File: src/rtl/pfs_pkg.sv
package pfs_pkg;

    localparam int DEF_ADDR_W = 16;
    localparam logic [DEF_ADDR_W-1:0] DEF_INT_TOP = 16'h3FFF;

    typedef enum logic [2:0] {
        ST_S1 = 3'd0,
        ST_S2 = 3'd1,
        ST_S3 = 3'd2,
        ST_S4 = 3'd3,
        ST_S5 = 3'd4,
        ST_S6 = 3'd5
    } mstate_e;

    // Per machine cycle fetch context, frozen at the cycle start
    typedef struct packed {
        logic fetch;   // a fetch was requested
        logic ext;     // that fetch goes to external memory
        logic data;    // cycle also carries an external data transfer
    } cyc_flags_t;

    // States in which the strobe may be low: first pulse S1..S2, second S4..S5
    function automatic logic in_pulse(input logic [2:0] st);
        return (st == ST_S1) || (st == ST_S2) || (st == ST_S4) || (st == ST_S5);
    endfunction

endpackage

File: src/rtl/pfs_access_sel.sv
module pfs_access_sel
    import pfs_pkg::*;
#(
    parameter int ADDR_W = DEF_ADDR_W,
    parameter logic [ADDR_W-1:0] INT_TOP = DEF_INT_TOP
) (
    input  logic              clk,
    input  logic              rst,
    input  logic              ea_pin,
    input  logic [ADDR_W-1:0] addr,
    output logic              ext_dec
);

    logic ea_q;

    // The pin is tracked only while reset is held
    always_ff @(posedge clk) begin
        if (rst) ea_q <= ea_pin;
    end

    always_comb begin
        ext_dec = !ea_q || (addr > INT_TOP);
    end

    p_ea_frozen_r8: assert property (@(posedge clk) disable iff (rst)
        !$past(rst) |-> $stable(ea_q));

    p_ea_low_ext_r4: assert property (@(posedge clk) disable iff (rst)
        !ea_q |-> ext_dec);

endmodule

File: src/rtl/pfs_cycle_track.sv
module pfs_cycle_track
    import pfs_pkg::*;
(
    input  logic       clk,
    input  logic       rst,
    input  logic       start,
    input  logic       req,
    input  logic       ext_dec,
    input  logic       data,
    output cyc_flags_t now_f,
    output cyc_flags_t held_f
);

    cyc_flags_t held_q;

    always_comb begin
        if (start) begin
            now_f.fetch = req;
            now_f.ext   = req & ext_dec;
            now_f.data  = data;
        end else begin
            now_f = held_q;
        end
    end

    always_ff @(posedge clk) begin
        if (rst)        held_q <= '0;
        else if (start) held_q <= now_f;
    end

    assign held_f = held_q;

    p_hold_mid_cycle_r9: assert property (@(posedge clk) disable iff (rst)
        (!$past(start) && !$past(rst)) |-> $stable(held_q));

    p_no_req_no_ext_r10: assert property (@(posedge clk) disable iff (rst)
        !held_q.fetch |-> !held_q.ext);

endmodule

File: src/rtl/pfs_strobe_gen.sv
module pfs_strobe_gen
    import pfs_pkg::*;
(
    input  logic       clk,
    input  logic       rst,
    input  logic [2:0] state,
    input  cyc_flags_t flags,
    output logic       strobe_n
);

    logic fire;

    always_comb begin
        fire = in_pulse(state) && flags.fetch && flags.ext && !flags.data;
    end

    always_ff @(posedge clk) begin
        if (rst) strobe_n <= 1'b1;
        else     strobe_n <= !fire;
    end

    p_slot_only_r5: assert property (@(posedge clk) disable iff (rst)
        !strobe_n |-> $past(in_pulse(state)));

endmodule

File: src/rtl/pmem_strobe_ctrl.sv
module pmem_strobe_ctrl
    import pfs_pkg::*;
#(
    parameter int ADDR_W = DEF_ADDR_W,
    parameter logic [ADDR_W-1:0] INT_TOP = DEF_INT_TOP
) (
    input  logic              clk,
    input  logic              rst,
    input  logic              ea_pin,
    input  logic [2:0]        mc_state,
    input  logic              mc_phase,
    input  logic              fetch_req,
    input  logic [ADDR_W-1:0] fetch_addr,
    input  logic              xdata_cycle,
    output logic              pmem_rd_n,
    output logic              fetch_ext
);

    logic       start;
    logic       ext_dec;
    cyc_flags_t now_f;
    cyc_flags_t held_f;

    always_comb begin
        start = (mc_state == ST_S1) && !mc_phase;
    end

    pfs_access_sel #(
        .ADDR_W  (ADDR_W),
        .INT_TOP (INT_TOP)
    ) u_sel (
        .clk     (clk),
        .rst     (rst),
        .ea_pin  (ea_pin),
        .addr    (fetch_addr),
        .ext_dec (ext_dec)
    );

    pfs_cycle_track u_track (
        .clk     (clk),
        .rst     (rst),
        .start   (start),
        .req     (fetch_req),
        .ext_dec (ext_dec),
        .data    (xdata_cycle),
        .now_f   (now_f),
        .held_f  (held_f)
    );

    pfs_strobe_gen u_gen (
        .clk      (clk),
        .rst      (rst),
        .state    (mc_state),
        .flags    (now_f),
        .strobe_n (pmem_rd_n)
    );

    assign fetch_ext = held_f.ext;

    p_reset_idle_r1: assert property (@(posedge clk)
        rst |=> (pmem_rd_n && !fetch_ext));

    p_data_quiet_r6: assert property (@(posedge clk) disable iff (rst)
        held_f.data |-> pmem_rd_n);

    p_int_quiet_r7: assert property (@(posedge clk) disable iff (rst)
        !fetch_ext |-> pmem_rd_n);

endmodule

File: config.mk
export PLATFORM = sky130hd
export DESIGN_NAME = pmem_strobe_ctrl
export DESIGN_NICKNAME = d
export VERILOG_FILES = /design/src/rtl/pfs_pkg.sv /design/src/rtl/pfs_access_sel.sv /design/src/rtl/pfs_cycle_track.sv /design/src/rtl/pfs_strobe_gen.sv /design/src/rtl/pmem_strobe_ctrl.sv
export SDC_FILE = /design/constraint.sdc
export NUM_CORES = 1
export LEC_CHECK = 0
export CORE_AREA = 8 8 45 47
export DETAILED_ROUTE_END_ITERATION = 6
export DIE_AREA = 0 0 53 55
export HOLD_SLACK_MARGIN = 0.15
export MAX_ROUTING_LAYER = met4
export PLACE_DENSITY = 0.6
export SLEW_MARGIN = 20
export SYNTH_ARGS = -nofsm -noshare
export SYNTH_HDL_FRONTEND = slang
export SYNTH_HIERARCHICAL = 1
export SYNTH_SLANG_ARGS = --single-unit
File: constraint.sdc
create_clock -name clk -period 1.5 [get_ports clk]
set_clock_uncertainty 0.15 [all_clocks]
set_input_delay 0.15 -clock clk [delete_from_list [all_inputs] [get_ports clk]]
set_output_delay 0.15 -clock clk [all_outputs]
set_load 0.02 [all_outputs]
==> flow_summary.html, run 1 <==
<table>
<tr><th>Metric</th><th>Value</th></tr>
<tr><th colspan="2">CTS</th></tr>
<tr><td>Clock buffer count from CTS</td><td>3</td></tr>
<tr><td>CTS tree</td><td>built</td></tr>
<tr><td>Maximum buffer depth of the clock tree</td><td>2</td></tr>
<tr><td>Clock transition time at the flip-flop clock pins of the worst setup and hold paths</td><td>0.04 ns</td></tr>
<tr><td>Root Buffer</td><td>sky130_fd_sc_hd__clkbuf_4</td></tr>
<tr><td>Htree depth</td><td>1</td></tr>
<tr><td>Count of clock tree sinks</td><td>5</td></tr>
<tr><td>Clk Latency, worst-skew pair</td><td>0.25 ns</td></tr>
<tr><th colspan="2">Floorplanning</th></tr>
<tr><td>Number of top-level pins</td><td>27</td></tr>
<tr><td>Number of placement rows</td><td>14</td></tr>
<tr><td>Core footprint</td><td>1380 um2</td></tr>
<tr><td>Horiz. Die Dim</td><td>53 um</td></tr>
<tr><td>Starting density of the core</td><td>16.5%</td></tr>
<tr><td>Vertical extent of the die</td><td>55 um</td></tr>
<tr><td>Floorplan die area</td><td>2920 um2</td></tr>
<tr><th colspan="2">Timing</th></tr>
<tr><td>Transition time of the tightest slew-check pin</td><td>0.269 ns</td></tr>
<tr><td>Final setup violating endpoints</td><td>0</td></tr>
<tr><td>Pins Over Slew Limit</td><td>0</td></tr>
<tr><td>Final Hold Viols</td><td>0</td></tr>
<tr><td>Worst hold slack</td><td>0.211 ns</td></tr>
<tr><td>Post-layout worst setup margin</td><td>0.0657 ns</td></tr>
<tr><td>Fmax</td><td>697 MHz</td></tr>
<tr><td>Min Tclk post-route</td><td>1.43 ns</td></tr>
<tr><td>Unrepaired setup endpoints after global routing</td><td>false</td></tr>
<tr><td>Relative slew slack</td><td>82.0%</td></tr>
<tr><td>Final critical-path share of the clock period</td><td>95.6%</td></tr>
<tr><th colspan="2">Pwr</th></tr>
<tr><td>Power density of the placed cells</td><td>789 nW/um2</td></tr>
<tr><td>VDD IR max</td><td>382 uV</td></tr>
<tr><td>Leakage Power</td><td>0.000196 uW</td></tr>
<tr><th colspan="2">Hold path</th></tr>
<tr><td>Hold-critical path endpoint</td><td>u_gen/strobe_n</td></tr>
<tr><td>Worst hold stages</td><td>3</td></tr>
<tr><td>Worst min-delay path category</td><td>input pin to register</td></tr>
<tr><td>HP Start</td><td>mc_state[2]</td></tr>
<tr><th colspan="2">Critical path</th></tr>
<tr><td>CP Class</td><td>register to primary output</td></tr>
<tr><td>CP Data Required Time</td><td>1.20 ns</td></tr>
<tr><td>Cell-by-cell listing of the critical path</td><td>clkdlybuf4s50_1</td></tr>
<tr><td>Largest incremental delay on the critical path</td><td>0.59 ns</td></tr>
<tr><td>Beginning of the worst register-to-register path</td><td>u_sel/ea_q</td></tr>
<tr><td>Slowest stage cell on the critical path</td><td>sky130_fd_sc_hd__clkdlybuf4s50_1</td></tr>
<tr><td>Buf+Inv Stages, Crit Path</td><td>1</td></tr>
<tr><td>Critical path data arrival time</td><td>1.13 ns</td></tr>
<tr><td>Endpoint of the worst-slack reg-to-reg timing path</td><td>u_track/held_f[1]</td></tr>
<tr><td>Nature of the critical path endpoint</td><td>primary output</td></tr>
<tr><td>Depth of the most critical reg-to-reg path</td><td>3</td></tr>
<tr><td>Worst R2R Setup Slack</td><td>0.38 ns</td></tr>
<tr><td>Crit path max-delay family</td><td>buffers and inverters</td></tr>
<tr><td>Top fanout value on the critical path</td><td>1</td></tr>
<tr><td>Startpoint kind of the worst setup timing path</td><td>register</td></tr>
<tr><th colspan="2">Placement</th></tr>
<tr><td>Placed wire-length estimate after detailed placement</td><td>523 um</td></tr>
<tr><td>Number of buffers added on ports</td><td>12</td></tr>
<tr><td>Worst setup slack after placement</td><td>-0.338 ns</td></tr>
<tr><td>Final weighted congestion in routability-driven placement</td><td>0.678</td></tr>
<tr><th colspan="2">Routing</th></tr>
<tr><td>DR DRC count</td><td>0</td></tr>
<tr><td>First-pass detailed-route iteration total</td><td>2</td></tr>
<tr><td>Post-detailed-route wirelength per cell</td><td>12.6 um</td></tr>
<tr><td>Drt first-iter violations</td><td>1</td></tr>
<tr><td>Vias post-DR</td><td>222</td></tr>
<tr><td>Antenna-violating nets left</td><td>0</td></tr>
<tr><td>Detail-routed via count per cell</td><td>3.89</td></tr>
<tr><td>Wire length after detailed routing</td><td>719 um</td></tr>
<tr><th colspan="2">Synth</th></tr>
<tr><td>Main area contributors after synthesis</td><td>sky130_fd_sc_hd__dfxtp_1, sky130_fd_sc_hd__edfxtp_1, sky130_fd_sc_hd__mux2_4, sky130_fd_sc_hd__nor2b_4, sky130_fd_sc_hd__nor4_2</td></tr>
<tr><td>Cell taking the most area after synthesis</td><td>sky130_fd_sc_hd__dfxtp_1</td></tr>
<tr><td>Syn Area/Cell</td><td>12.7 um2</td></tr>
<tr><td>Number of warnings printed during yosys synthesis</td><td>6</td></tr>
<tr><td>FF+latch count, synth</td><td>5</td></tr>
<tr><td>Synth cell types</td><td>13</td></tr>
<tr><td>Syn Nets</td><td>43</td></tr>
<tr><td>Post-synthesis sequential area ratio</td><td>48.1%</td></tr>
<tr><td>Cell count after synthesis</td><td>18</td></tr>
<tr><td>Synth top area share</td><td>35.0%</td></tr>
<tr><td>Syn Std Cell Area</td><td>229 um2</td></tr>
<tr><th colspan="2">Layout</th></tr>
<tr><td>Antenna diode instance count</td><td>0</td></tr>
<tr><td>Combined area of the multi-input logic cells</td><td>121 um2</td></tr>
<tr><td>Most common cell after layout, fill and taps aside</td><td>sky130_fd_sc_hd__clkdlybuf4s50_1</td></tr>
<tr><td>Area grow syn2layout</td><td>97.3%</td></tr>
<tr><td>Utilization after layout</td><td>32.6%</td></tr>
<tr><td>Area used by sequential logic in the layout</td><td>110 um2</td></tr>
<tr><td>Fillers</td><td>152</td></tr>
<tr><td>Top library cells by usage in the layout, fill and taps aside</td><td>sky130_fd_sc_hd__clkdlybuf4s50_1, sky130_fd_sc_hd__buf_4, sky130_fd_sc_hd__dfxtp_1</td></tr>
<tr><td>Share of post-route cells with drive strength above 1</td><td>36.6%</td></tr>
<tr><td>Layout net count</td><td>67</td></tr>
<tr><th colspan="2">GRT</th></tr>
<tr><td>Grt total ovfl</td><td>0</td></tr>
<tr><td>Maximum number of pins on one net before global-route repair</td><td>6</td></tr>
<tr><td>Overall Global Routing Usage</td><td>6.14%</td></tr>
<tr><td>Global-route wire length before repair</td><td>1.10 mm</td></tr>
<tr><td>Antenna violations before repair</td><td>0</td></tr>
<tr><td>Via count of the first global-routing pass</td><td>243</td></tr>
<tr><th colspan="2">Flow run</th></tr>
<tr><td>Number of max-cap violations</td><td>0</td></tr>
<tr><th colspan="2">Run status</th></tr>
<tr><td>Result of the run</td><td>finished clean</td></tr>
</table>
## cells in the mapped netlist
cell                       count
sky130_fd_sc_hd__edfxtp_1      1
sky130_fd_sc_hd__nor2_1        1
sky130_fd_sc_hd__dfxtp_1       4
sky130_fd_sc_hd__nand2b_1      1
sky130_fd_sc_hd__nand4_1       1
sky130_fd_sc_hd__nand3_1       1
sky130_fd_sc_hd__mux2_4        2
sky130_fd_sc_hd__nor2b_4       2
sky130_fd_sc_hd__mux2i_1       1
sky130_fd_sc_hd__a21oi_1       1
sky130_fd_sc_hd__nand2_1       1
sky130_fd_sc_hd__nor4_2        1
sky130_fd_sc_hd__or3b_1        1
## metrics by stage
| step | TNS, ns | std cells | area [um2] | power (uW) |
|---|---|---|---|---|
| detailed placement | -0.826 | 49 | 392 | 198 |
| floorplan | 0 | 18 | 229 | 158 |
| CTS | 0 | 54 | 422 | 358 |
| finish | 0 | 57 | 452 | 356 |
| global route | 0 | 57 | 452 | 385 |
| global placement | -0.829 | 49 | 392 | 198 |
## tightest hold or removal path, delay by kind of cell
family,cells,cell delay (ns)
buf+inv,1,0.23
mux,1,0.10
simple gates,1,0.09
## flip-flops by register name, summed over array words and instances, names as in the netlist
signal,count
u_sel/ea_q,1
u_track/held_f,3
u_gen/strobe_n,1
## worst max-delay path by stage
stage | from | endpoint | slack (ns) | depth (start not counted)
after global placement | mc_state[1] | u_gen/strobe_n | -0.32 | 6
after CTS | mc_phase | u_gen/strobe_n | 0.02 | 6
after global routing | mc_phase | u_track/held_f[2] | 0.03 | 6
after detailed placement | mc_state[1] | u_gen/strobe_n | -0.34 | 6
final | u_gen/strobe_n | pmem_rd_n | 0.07 | 1
after floorplan | mc_state[1] | u_gen/strobe_n | 0.14 | 4
## cell type report
type,instances,share of cell area [%]
Clock buffer,4,5.82
Multi-Input combinational cell,13,26.9
Tap cell,16,4.43
Sequential cell,5,24.4
Timing Repair Buffer,19,38.5
## report_power, final
group / total, uW / switching, uW / internal [uW]
logic: 56.5 / 17.9 / 38.6
registers: 143 / 1.11 / 142
clock network: 157 / 56.2 / 101
## kinds of logic after synthesis
group              Yosys count  synth area share (%)
muxes                        3                  17.5
and+or+nand+nor              9                  32.2
AOI/OAI and AO/OA            1                  2.18
DFF                          5                  48.1
## metal layers
metal  wire length [um]  vias up  global-route usage (%)
met3                 95        5                    5.61
met2                239       16                    7.62
met5                  0        -                       -
met4                 36        0                    5.17
li1                   -      110                       -
met1                347       91                    5.63
## repair_timing
action | 4_1_cts | 5_1_grt
hold buffers | 0 | 1
hold endpoints to repair | 0 | 1
buffers inserted | 1 | 2
resized for setup | 3 | 2
setup endpoints to repair | 2 | 1
pin swaps | 2 | 1
No activity file was read; power rests on OpenSTA's default activity.
==> run 2: changes to the inputs <==
--- a/config.mk
+++ b/config.mk
@@ -10,7 +10,6 @@
 export DIE_AREA = 0 0 53 55
 export HOLD_SLACK_MARGIN = 0.15
 export MAX_ROUTING_LAYER = met4
-export PLACE_DENSITY = 0.6
 export SLEW_MARGIN = 20
 export SYNTH_ARGS = -nofsm -noshare
 export SYNTH_HDL_FRONTEND = slang
==> results of run 2 <==
Final layout, timing and power as in run 1 (identical DEF).
